==> config.mk <==
export PLATFORM = sky130hd
export DESIGN_NAME = combo_mem_ctrl
export DESIGN_NICKNAME = d
export VERILOG_FILES = /design/src/rtl/combo_mem_ctrl.sv
export SDC_FILE = /design/constraint.sdc
export NUM_CORES = 1
export LEC_CHECK = 0
export BUFFER_PORTS_ARGS = -buffer_cell sky130_fd_sc_hd__buf_2
export CORE_UTILIZATION = 52
export DETAILED_ROUTE_END_ITERATION = 8
export PLACE_DENSITY = 0.85
export SYNTH_ARGS = -nofsm -noshare
export SYNTH_HDL_FRONTEND = slang
export SYNTH_SLANG_ARGS = --single-unit
export TNS_END_PERCENT = 50
==> constraint.sdc <==
create_clock -name clk -period 2.4 [get_ports clk]
set_input_delay 0.36 -clock clk [delete_from_list [all_inputs] [get_ports clk]]
set_output_delay 0.36 -clock clk [all_outputs]
set_load 0.02 [all_outputs]
==> src/rtl/combo_mem_ctrl.sv <==
module combo_mem_ctrl #(
  parameter int CLK_NS  = 8,
  parameter int T_RC_NS = 500,
  parameter int T_OE_NS = 250,
  parameter int T_WP_NS = 400,
  parameter int T_DW_NS = 200,
  parameter int T_WC_NS = 500,
  parameter int AW      = 19,
  parameter int RAM_AW  = 15,
  parameter int DW      = 8
) (
  input  logic          clk,
  input  logic          rst_n,
  input  logic          req,
  input  logic          req_ram,
  input  logic          req_wr,
  input  logic [AW-1:0] req_addr,
  input  logic [DW-1:0] req_wdata,
  output logic          done,
  output logic          err,
  output logic [DW-1:0] rd_data,
  output logic [AW-1:0] mem_addr,
  output logic          rom_sel_n,
  output logic          shr_sel_n,
  output logic          wr_en_n,
  output logic [DW-1:0] bus_dout,
  output logic          bus_oe,
  input  logic [DW-1:0] bus_din
);
  localparam int RC_C   = (T_RC_NS + CLK_NS - 1) / CLK_NS;
  localparam int OE_C   = (T_OE_NS + CLK_NS - 1) / CLK_NS;
  localparam int WP_C   = (T_WP_NS + CLK_NS - 1) / CLK_NS;
  localparam int DW_C   = (T_DW_NS + CLK_NS - 1) / CLK_NS;
  localparam int WC_C   = (T_WC_NS + CLK_NS - 1) / CLK_NS;
  localparam int WC2_C  = (WC_C > 3) ? WC_C - 2 : 1;
  localparam int ACT_RD = (RC_C > OE_C) ? RC_C : OE_C;
  localparam int WPD_C  = (WP_C > DW_C) ? WP_C : DW_C;
  localparam int ACT_WR = (WPD_C > WC2_C) ? WPD_C : WC2_C;
  localparam int ACT_MX = (ACT_RD > ACT_WR) ? ACT_RD : ACT_WR;
  localparam int CW     = $clog2(ACT_MX + 1);

  typedef enum logic [1:0] {S_IDLE, S_SETUP, S_ACT, S_END} st_t;

  st_t           st;
  logic [CW-1:0] cnt;
  logic          ram_q, wr_q;
  logic [AW-1:0] addr_q;
  logic [DW-1:0] wd_q;

  wire           bad_ram = req_ram && (|req_addr[AW-1:RAM_AW]);
  wire [CW-1:0]  last    = wr_q ? CW'(ACT_WR - 1) : CW'(ACT_RD - 1);

  always_ff @(posedge clk) begin
    if (!rst_n) begin
      st      <= S_IDLE;
      cnt     <= '0;
      ram_q   <= 1'b0;
      wr_q    <= 1'b0;
      addr_q  <= '0;
      wd_q    <= '0;
      rd_data <= '0;
      done    <= 1'b0;
      err     <= 1'b0;
    end else begin
      done <= 1'b0;
      err  <= 1'b0;
      case (st)
        S_IDLE:
          if (req) begin
            if (bad_ram) err <= 1'b1;
            else begin
              ram_q  <= req_ram;
              wr_q   <= req_ram & req_wr;
              addr_q <= req_ram ? {{(AW-RAM_AW){1'b0}}, req_addr[RAM_AW-1:0]} : req_addr;
              wd_q   <= req_wdata;
              st     <= S_SETUP;
            end
          end
        S_SETUP: begin
          cnt <= '0;
          st  <= S_ACT;
        end
        S_ACT:
          if (cnt == last) begin
            if (!wr_q) rd_data <= bus_din;
            st <= S_END;
          end else cnt <= cnt + 1'b1;
        default: begin
          done <= 1'b1;
          st   <= S_IDLE;
        end
      endcase
    end
  end

  assign mem_addr  = addr_q;
  assign bus_dout  = wd_q;
  assign rom_sel_n = !((st == S_SETUP || st == S_ACT) && !ram_q);
  assign shr_sel_n = !(st == S_ACT);
  assign wr_en_n   = !(st == S_ACT && wr_q);
  assign bus_oe    = wr_q && (st == S_ACT || st == S_END);

  AST_IDLE_QUIET: assert property (@(posedge clk) disable iff (!rst_n)
    (st == S_IDLE) |-> (rom_sel_n && shr_sel_n && wr_en_n && !bus_oe));
  AST_OE_AFTER_ROMSEL: assert property (@(posedge clk) disable iff (!rst_n)
    ($fell(shr_sel_n) && !rom_sel_n) |-> $past(!rom_sel_n));
  AST_RAM_UPPER_ZERO: assert property (@(posedge clk) disable iff (!rst_n)
    (!shr_sel_n && rom_sel_n) |-> (mem_addr[AW-1:RAM_AW] == '0));
  AST_WRITE_ADDR_STABLE: assert property (@(posedge clk) disable iff (!rst_n)
    (!wr_en_n && !$fell(wr_en_n)) |-> $stable(mem_addr) && $stable(bus_dout));
  AST_DRIVE_WINDOW: assert property (@(posedge clk) disable iff (!rst_n)
    bus_oe |-> (rom_sel_n && (!wr_en_n || $rose(wr_en_n))));
  AST_DONE_PULSE: assert property (@(posedge clk) disable iff (!rst_n)
    done |=> !done);
  AST_ERR_NO_ACTIVITY: assert property (@(posedge clk) disable iff (!rst_n)
    err |-> (rom_sel_n && shr_sel_n && !done));
  AST_NO_WRITE_ON_ROM: assert property (@(posedge clk) disable iff (!rst_n)
    !wr_en_n |-> rom_sel_n);
endmodule

==> impl_table.tex <==
\begin{tabular}{lr}
\hline
Metric & Value \\
\hline
\multicolumn{2}{l}{\textbf{Die}} \\
\quad Die area & roughly 4200 um2 \\
\quad Core Box Area & 3740 um2 \\
\quad Number of top-level pins & $\sim$80 \\
\quad Die Height & between 60 and 70 um \\
\quad Initial core utilization & 0.554 \\
\quad \# rows & 22 \\
\quad Die span in x & approximately 65 um \\
\multicolumn{2}{l}{\textbf{Yosys}} \\
\quad Portion of synthesized cell area occupied by the leading cell type & 0.454 \\
\quad Number of warnings reported in the yosys synthesis log & 0 \\
\quad Mean area per synthesized cell & approximately 9.5 um2 \\
\quad Proportion of synthesized chip area in sequential cells & 0.454 \\
\quad Cells after Synth & approximately 220 \\
\quad Yosys top cell by area & sky130\_fd\_sc\_hd\_\_dfxtp\_1 \\
\quad Cell types occupying the most area after synthesis & sky130\_fd\_sc\_hd\_\_dfxtp\_1, sky130\_fd\_sc\_hd\_\_a21boi\_2, sky130\_fd\_sc\_hd\_\_nand2\_1 \\
\quad Distinct cell type count of the synthesized netlist & 36 \\
\quad Post-Synthesis Net Count & roughly 260 \\
\quad Cell area after synthesis & around 2100 um2 \\
\quad Synth Register Bits & 47 \\
\multicolumn{2}{l}{\textbf{Layout}} \\
\quad Synthesis-to-layout area growth & 24.4\% \\
\quad Area of the multi-input gates & just over 1000 um2 \\
\quad Fraction of layout instances using a drive strength above 1 & 0.407 \\
\quad Antenna diodes & 0 \\
\quad Sequential cell area & between 900 and 1000 um2 \\
\quad Fill cell instance count of the final layout & between 300 and 400 \\
\quad Post-layout net count & 339 \\
\quad Finished Core Util & 0.689 \\
\multicolumn{2}{l}{\textbf{Drt}} \\
\quad Wire length after detailed routing & around 4000 um \\
\quad DR vias & $\sim$1700 \\
\quad Total iterations of the first detailed-routing run & 4 \\
\quad Post-detailed-route wirelength per cell & 11.7 um \\
\quad DR DRC count & 0 \\
\quad Ratio of routed vias to standard cells & between 4 and 5 \\
\quad Number of DRC markers after the initial detailed-route iteration & between 50 and 60 \\
\quad Post-detailed-route count of antenna-violating nets & 0 \\
\multicolumn{2}{l}{\textbf{Timing}} \\
\quad Total negative slack for setup checks & 0 ns \\
\quad Pins Over Slew Limit & 0 \\
\quad Final period utilization & 0.799 \\
\quad Headroom to the max-slew limit & 0.561 \\
\quad Final Worst Setup Slack & slightly below 0.5 ns \\
\quad RSZ-0062 raised after global routing & no \\
\quad Clock skew after layout & 0.00509 ns \\
\quad Finish-stage setup viols & 0 \\
\quad Maximum achievable frequency & $\sim$520 MHz \\
\quad Fin crit period & approximately 1.9 ns \\
\quad Slew at the pin closest to its max-slew limit & 0.659 ns \\
\quad Number of hold violations in the final report & 0 \\
\multicolumn{2}{l}{\textbf{Clock network}} \\
\quad Number of levels in the clock H-tree & 2 \\
\quad Clock-pin slew of the registers on the worst-case setup and hold paths & around 0.080 ns \\
\quad Maximum buffer depth of the clock tree & 2 \\
\quad CTS tree & built \\
\quad Cts hold-fix bufs & 0 \\
\quad Number of buffers inserted to repair setup after CTS & 0 \\
\quad CTS root buf & sky130\_fd\_sc\_hd\_\_clkbuf\_8 \\
\quad Clock insertion delay at the later pin of the skew report & 0.29 ns \\
\quad Post-cts repair resize count & 0 \\
\quad Count of clock tree sinks & 47 \\
\quad Inserted Clock Buffers & 5 \\
\multicolumn{2}{l}{\textbf{Hold path}} \\
\quad Hold Path Class & in -> reg \\
\quad End point of the worst hold path & mem\_addr[13] \\
\quad Instance count along the most critical hold path & 3 \\
\quad Hold wc startpoint & req\_addr[13] \\
\multicolumn{2}{l}{\textbf{Outcome}} \\
\quad Result of the run & complete, no violations \\
\multicolumn{2}{l}{\textbf{Worst setup path}} \\
\quad Nature of the critical path startpoint & flop \\
\quad Worst R2R Start & st[0] \\
\quad R2r worst-path depth & 6 \\
\quad Arrival time at the worst endpoint & 2.10 ns \\
\quad Crit Path Max Fanout & 12 \\
\quad Register-to-register setup slack & 0.48 ns \\
\quad Required time of the worst setup path & 2.58 ns \\
\quad End of the worst register-to-register path & rd\_data[3] \\
\quad Critical setup path kind & reg -> reg \\
\quad CP Capture Type & flop \\
\multicolumn{2}{l}{\textbf{Global route}} \\
\quad First-pass GRT wire length & between 6000 and 7000 um \\
\quad Via count of the first global-routing pass & 1674 \\
\quad Grt ovf & 0 \\
\quad Antenna violations before repair & 0 \\
\quad Pin count of the biggest net entering global routing & 49 \\
\quad GR Util All Layers & 0.202 \\
\multicolumn{2}{l}{\textbf{Place}} \\
\quad Quantity of I/O buffers inserted on ports & 80 \\
\quad HPWL after detailed placement & roughly 2800 um \\
\quad Post-Place Setup Slack & 0.486 ns \\
\quad Last weighted congestion value of the routability-driven placer & between 0.8 and 0.9 \\
\multicolumn{2}{l}{\textbf{Power}} \\
\quad Max rail drop VDD & between 0.4 and 0.5 mV \\
\quad Cell leakage power & roughly 1.2 nW \\
\quad Total design power & approximately 2.1 mW \\
\quad Pwr per Cell Area & between 800 and 900 nW/um2 \\
\multicolumn{2}{l}{\textbf{Run}} \\
\quad Number of max-capacitance violations reported & 0 \\
\hline
\end{tabular}
[logic make-up after synthesis]
kind of cell / count (synthesis) / share of synthesized area
simple gates: 93 / 0.214
flops: 47 / 0.454
compound gates: 45 / 0.203
buf+inv: 18 / 0.0513
mux: 9 / 0.0435
fa+ha+maj: 5 / 0.0302
xor+xnor: 1 / 0.00423
[worst max-delay path by stage]
stage               startpoint         end  cells past startpoint
CTS                      st[0]  rd_data[3]                      6
finish                   st[0]  rd_data[3]                      6
global placement         st[0]  rd_data[2]                      6
detailed placement       st[0]  rd_data[3]                      6
global route             st[0]  rd_data[2]                      6
floorplan                st[0]  rd_data[0]                      7
[per-stage QoR]
step | hold slack (ns) | instance area, um2 | cells
after floorplan | 0.443 | 2070 | 218
after global placement | 0.448 | 2460 | 335
after detailed placement | 0.453 | 2460 | 335
after CTS | 0.300 | 2580 | 343
after global routing | 0.303 | 2580 | 343
final | 0.306 | 2580 | 343
[synthesized netlist by cell type]
master / instances
sky130_fd_sc_hd__and2_1: 2
sky130_fd_sc_hd__or4_4: 1
sky130_fd_sc_hd__o21ai_0: 3
sky130_fd_sc_hd__nor2b_1: 13
sky130_fd_sc_hd__o31ai_2: 1
sky130_fd_sc_hd__dfxtp_1: 47
sky130_fd_sc_hd__nor2_1: 5
sky130_fd_sc_hd__nand3_1: 5
sky130_fd_sc_hd__nand4_2: 1
sky130_fd_sc_hd__nand2b_1: 2
sky130_fd_sc_hd__o311a_2: 1
sky130_fd_sc_hd__and4_2: 1
sky130_fd_sc_hd__mux2i_1: 9
sky130_fd_sc_hd__o41ai_2: 1
sky130_fd_sc_hd__xnor2_1: 1
sky130_fd_sc_hd__o221a_2: 1
sky130_fd_sc_hd__nand2_1: 58
sky130_fd_sc_hd__a21boi_0: 5
sky130_fd_sc_hd__o211ai_1: 1
sky130_fd_sc_hd__o21a_1: 1
sky130_fd_sc_hd__a22oi_1: 4
sky130_fd_sc_hd__buf_6: 5
sky130_fd_sc_hd__buf_1: 1
sky130_fd_sc_hd__and2b_1: 1
sky130_fd_sc_hd__a21boi_2: 21
sky130_fd_sc_hd__buf_2: 1
sky130_fd_sc_hd__o22ai_1: 2
sky130_fd_sc_hd__ha_1: 5
sky130_fd_sc_hd__nand2b_4: 1
sky130_fd_sc_hd__clkbuf_1: 6
sky130_fd_sc_hd__a31oi_1: 1
sky130_fd_sc_hd__nor3_1: 2
sky130_fd_sc_hd__a21oi_1: 2
sky130_fd_sc_hd__a21boi_1: 1
sky130_fd_sc_hd__or4b_2: 1
sky130_fd_sc_hd__inv_1: 5
[power breakdown]
part           internal (mW)  switching [mW]
logic                  0.243           0.385
clock network          0.337           0.247
registers              0.860          0.0517
total                   1.44           0.684
[area by class of cell]
cell class / count / area share
clock buffer: 6 / 0.0320
clock inverter: 2 / 0.0136
inverter: 5 / 0.00728
multi-input combinational: 153 / 0.398
sequential: 47 / 0.365
tap: 48 / 0.0233
timing repair buffer: 82 / 0.161
[per-layer routing]
| layer | wire length, um | vias up | part of all wire | track usage |
|---|---|---|---|---|
| met5 | 0 | - | 0 | 0 |
| met4 | 45 | 0 | 0.011 | 0.0652 |
| met3 | 361 | 7 | 0.090 | 0.0608 |
| met2 | 1910 | 66 | 0.48 | 0.368 |
| met1 | 1690 | 747 | 0.42 | 0.221 |
| li1 | - | 883 | - | - |
[cells in the final DEF, fill, tap and decap left out, types with 2 or more instances in the layout]
| cell type | count |
|---|---|
| sky130_fd_sc_hd__nor3_1 | 2 |
| sky130_fd_sc_hd__ha_1 | 5 |
| sky130_fd_sc_hd__a21oi_1 | 2 |
| sky130_fd_sc_hd__nand3_1 | 5 |
| sky130_fd_sc_hd__a22oi_1 | 4 |
| sky130_fd_sc_hd__nand2_1 | 58 |
| sky130_fd_sc_hd__buf_2 | 80 |
| sky130_fd_sc_hd__nand2b_1 | 2 |
| sky130_fd_sc_hd__clkbuf_8 | 6 |
| sky130_fd_sc_hd__mux2i_1 | 9 |
| sky130_fd_sc_hd__and2_1 | 2 |
| sky130_fd_sc_hd__nor2b_1 | 13 |
| sky130_fd_sc_hd__dfxtp_1 | 47 |
| sky130_fd_sc_hd__a21boi_2 | 21 |
| sky130_fd_sc_hd__o21ai_0 | 3 |
| sky130_fd_sc_hd__o22ai_1 | 2 |
| sky130_fd_sc_hd__a21boi_0 | 5 |
| sky130_fd_sc_hd__buf_4 | 2 |
| sky130_fd_sc_hd__inv_1 | 5 |
| sky130_fd_sc_hd__nor2_1 | 5 |
[sequential cells by signal, indices dropped and copies added, names as in the netlist]
| signal | cells |
|---|---|
| ram_q | 1 |
| err | 1 |
| wr_q | 1 |
| st | 2 |
| bus_dout | 8 |
| done | 1 |
| cnt | 6 |
| mem_addr | 19 |
| rd_data | 8 |
[critical path, stage by stage, from the launching register on]
cell                      delay, ns
sky130_fd_sc_hd__dfxtp_1       0.35
sky130_fd_sc_hd__inv_1         0.08
sky130_fd_sc_hd__ha_1          0.42
sky130_fd_sc_hd__nand4_2       0.17
sky130_fd_sc_hd__or4_4         0.54
sky130_fd_sc_hd__mux2i_1       0.19
sky130_fd_sc_hd__nor2b_1       0.06
Note: power is estimated with default switching activity, not from simulation.
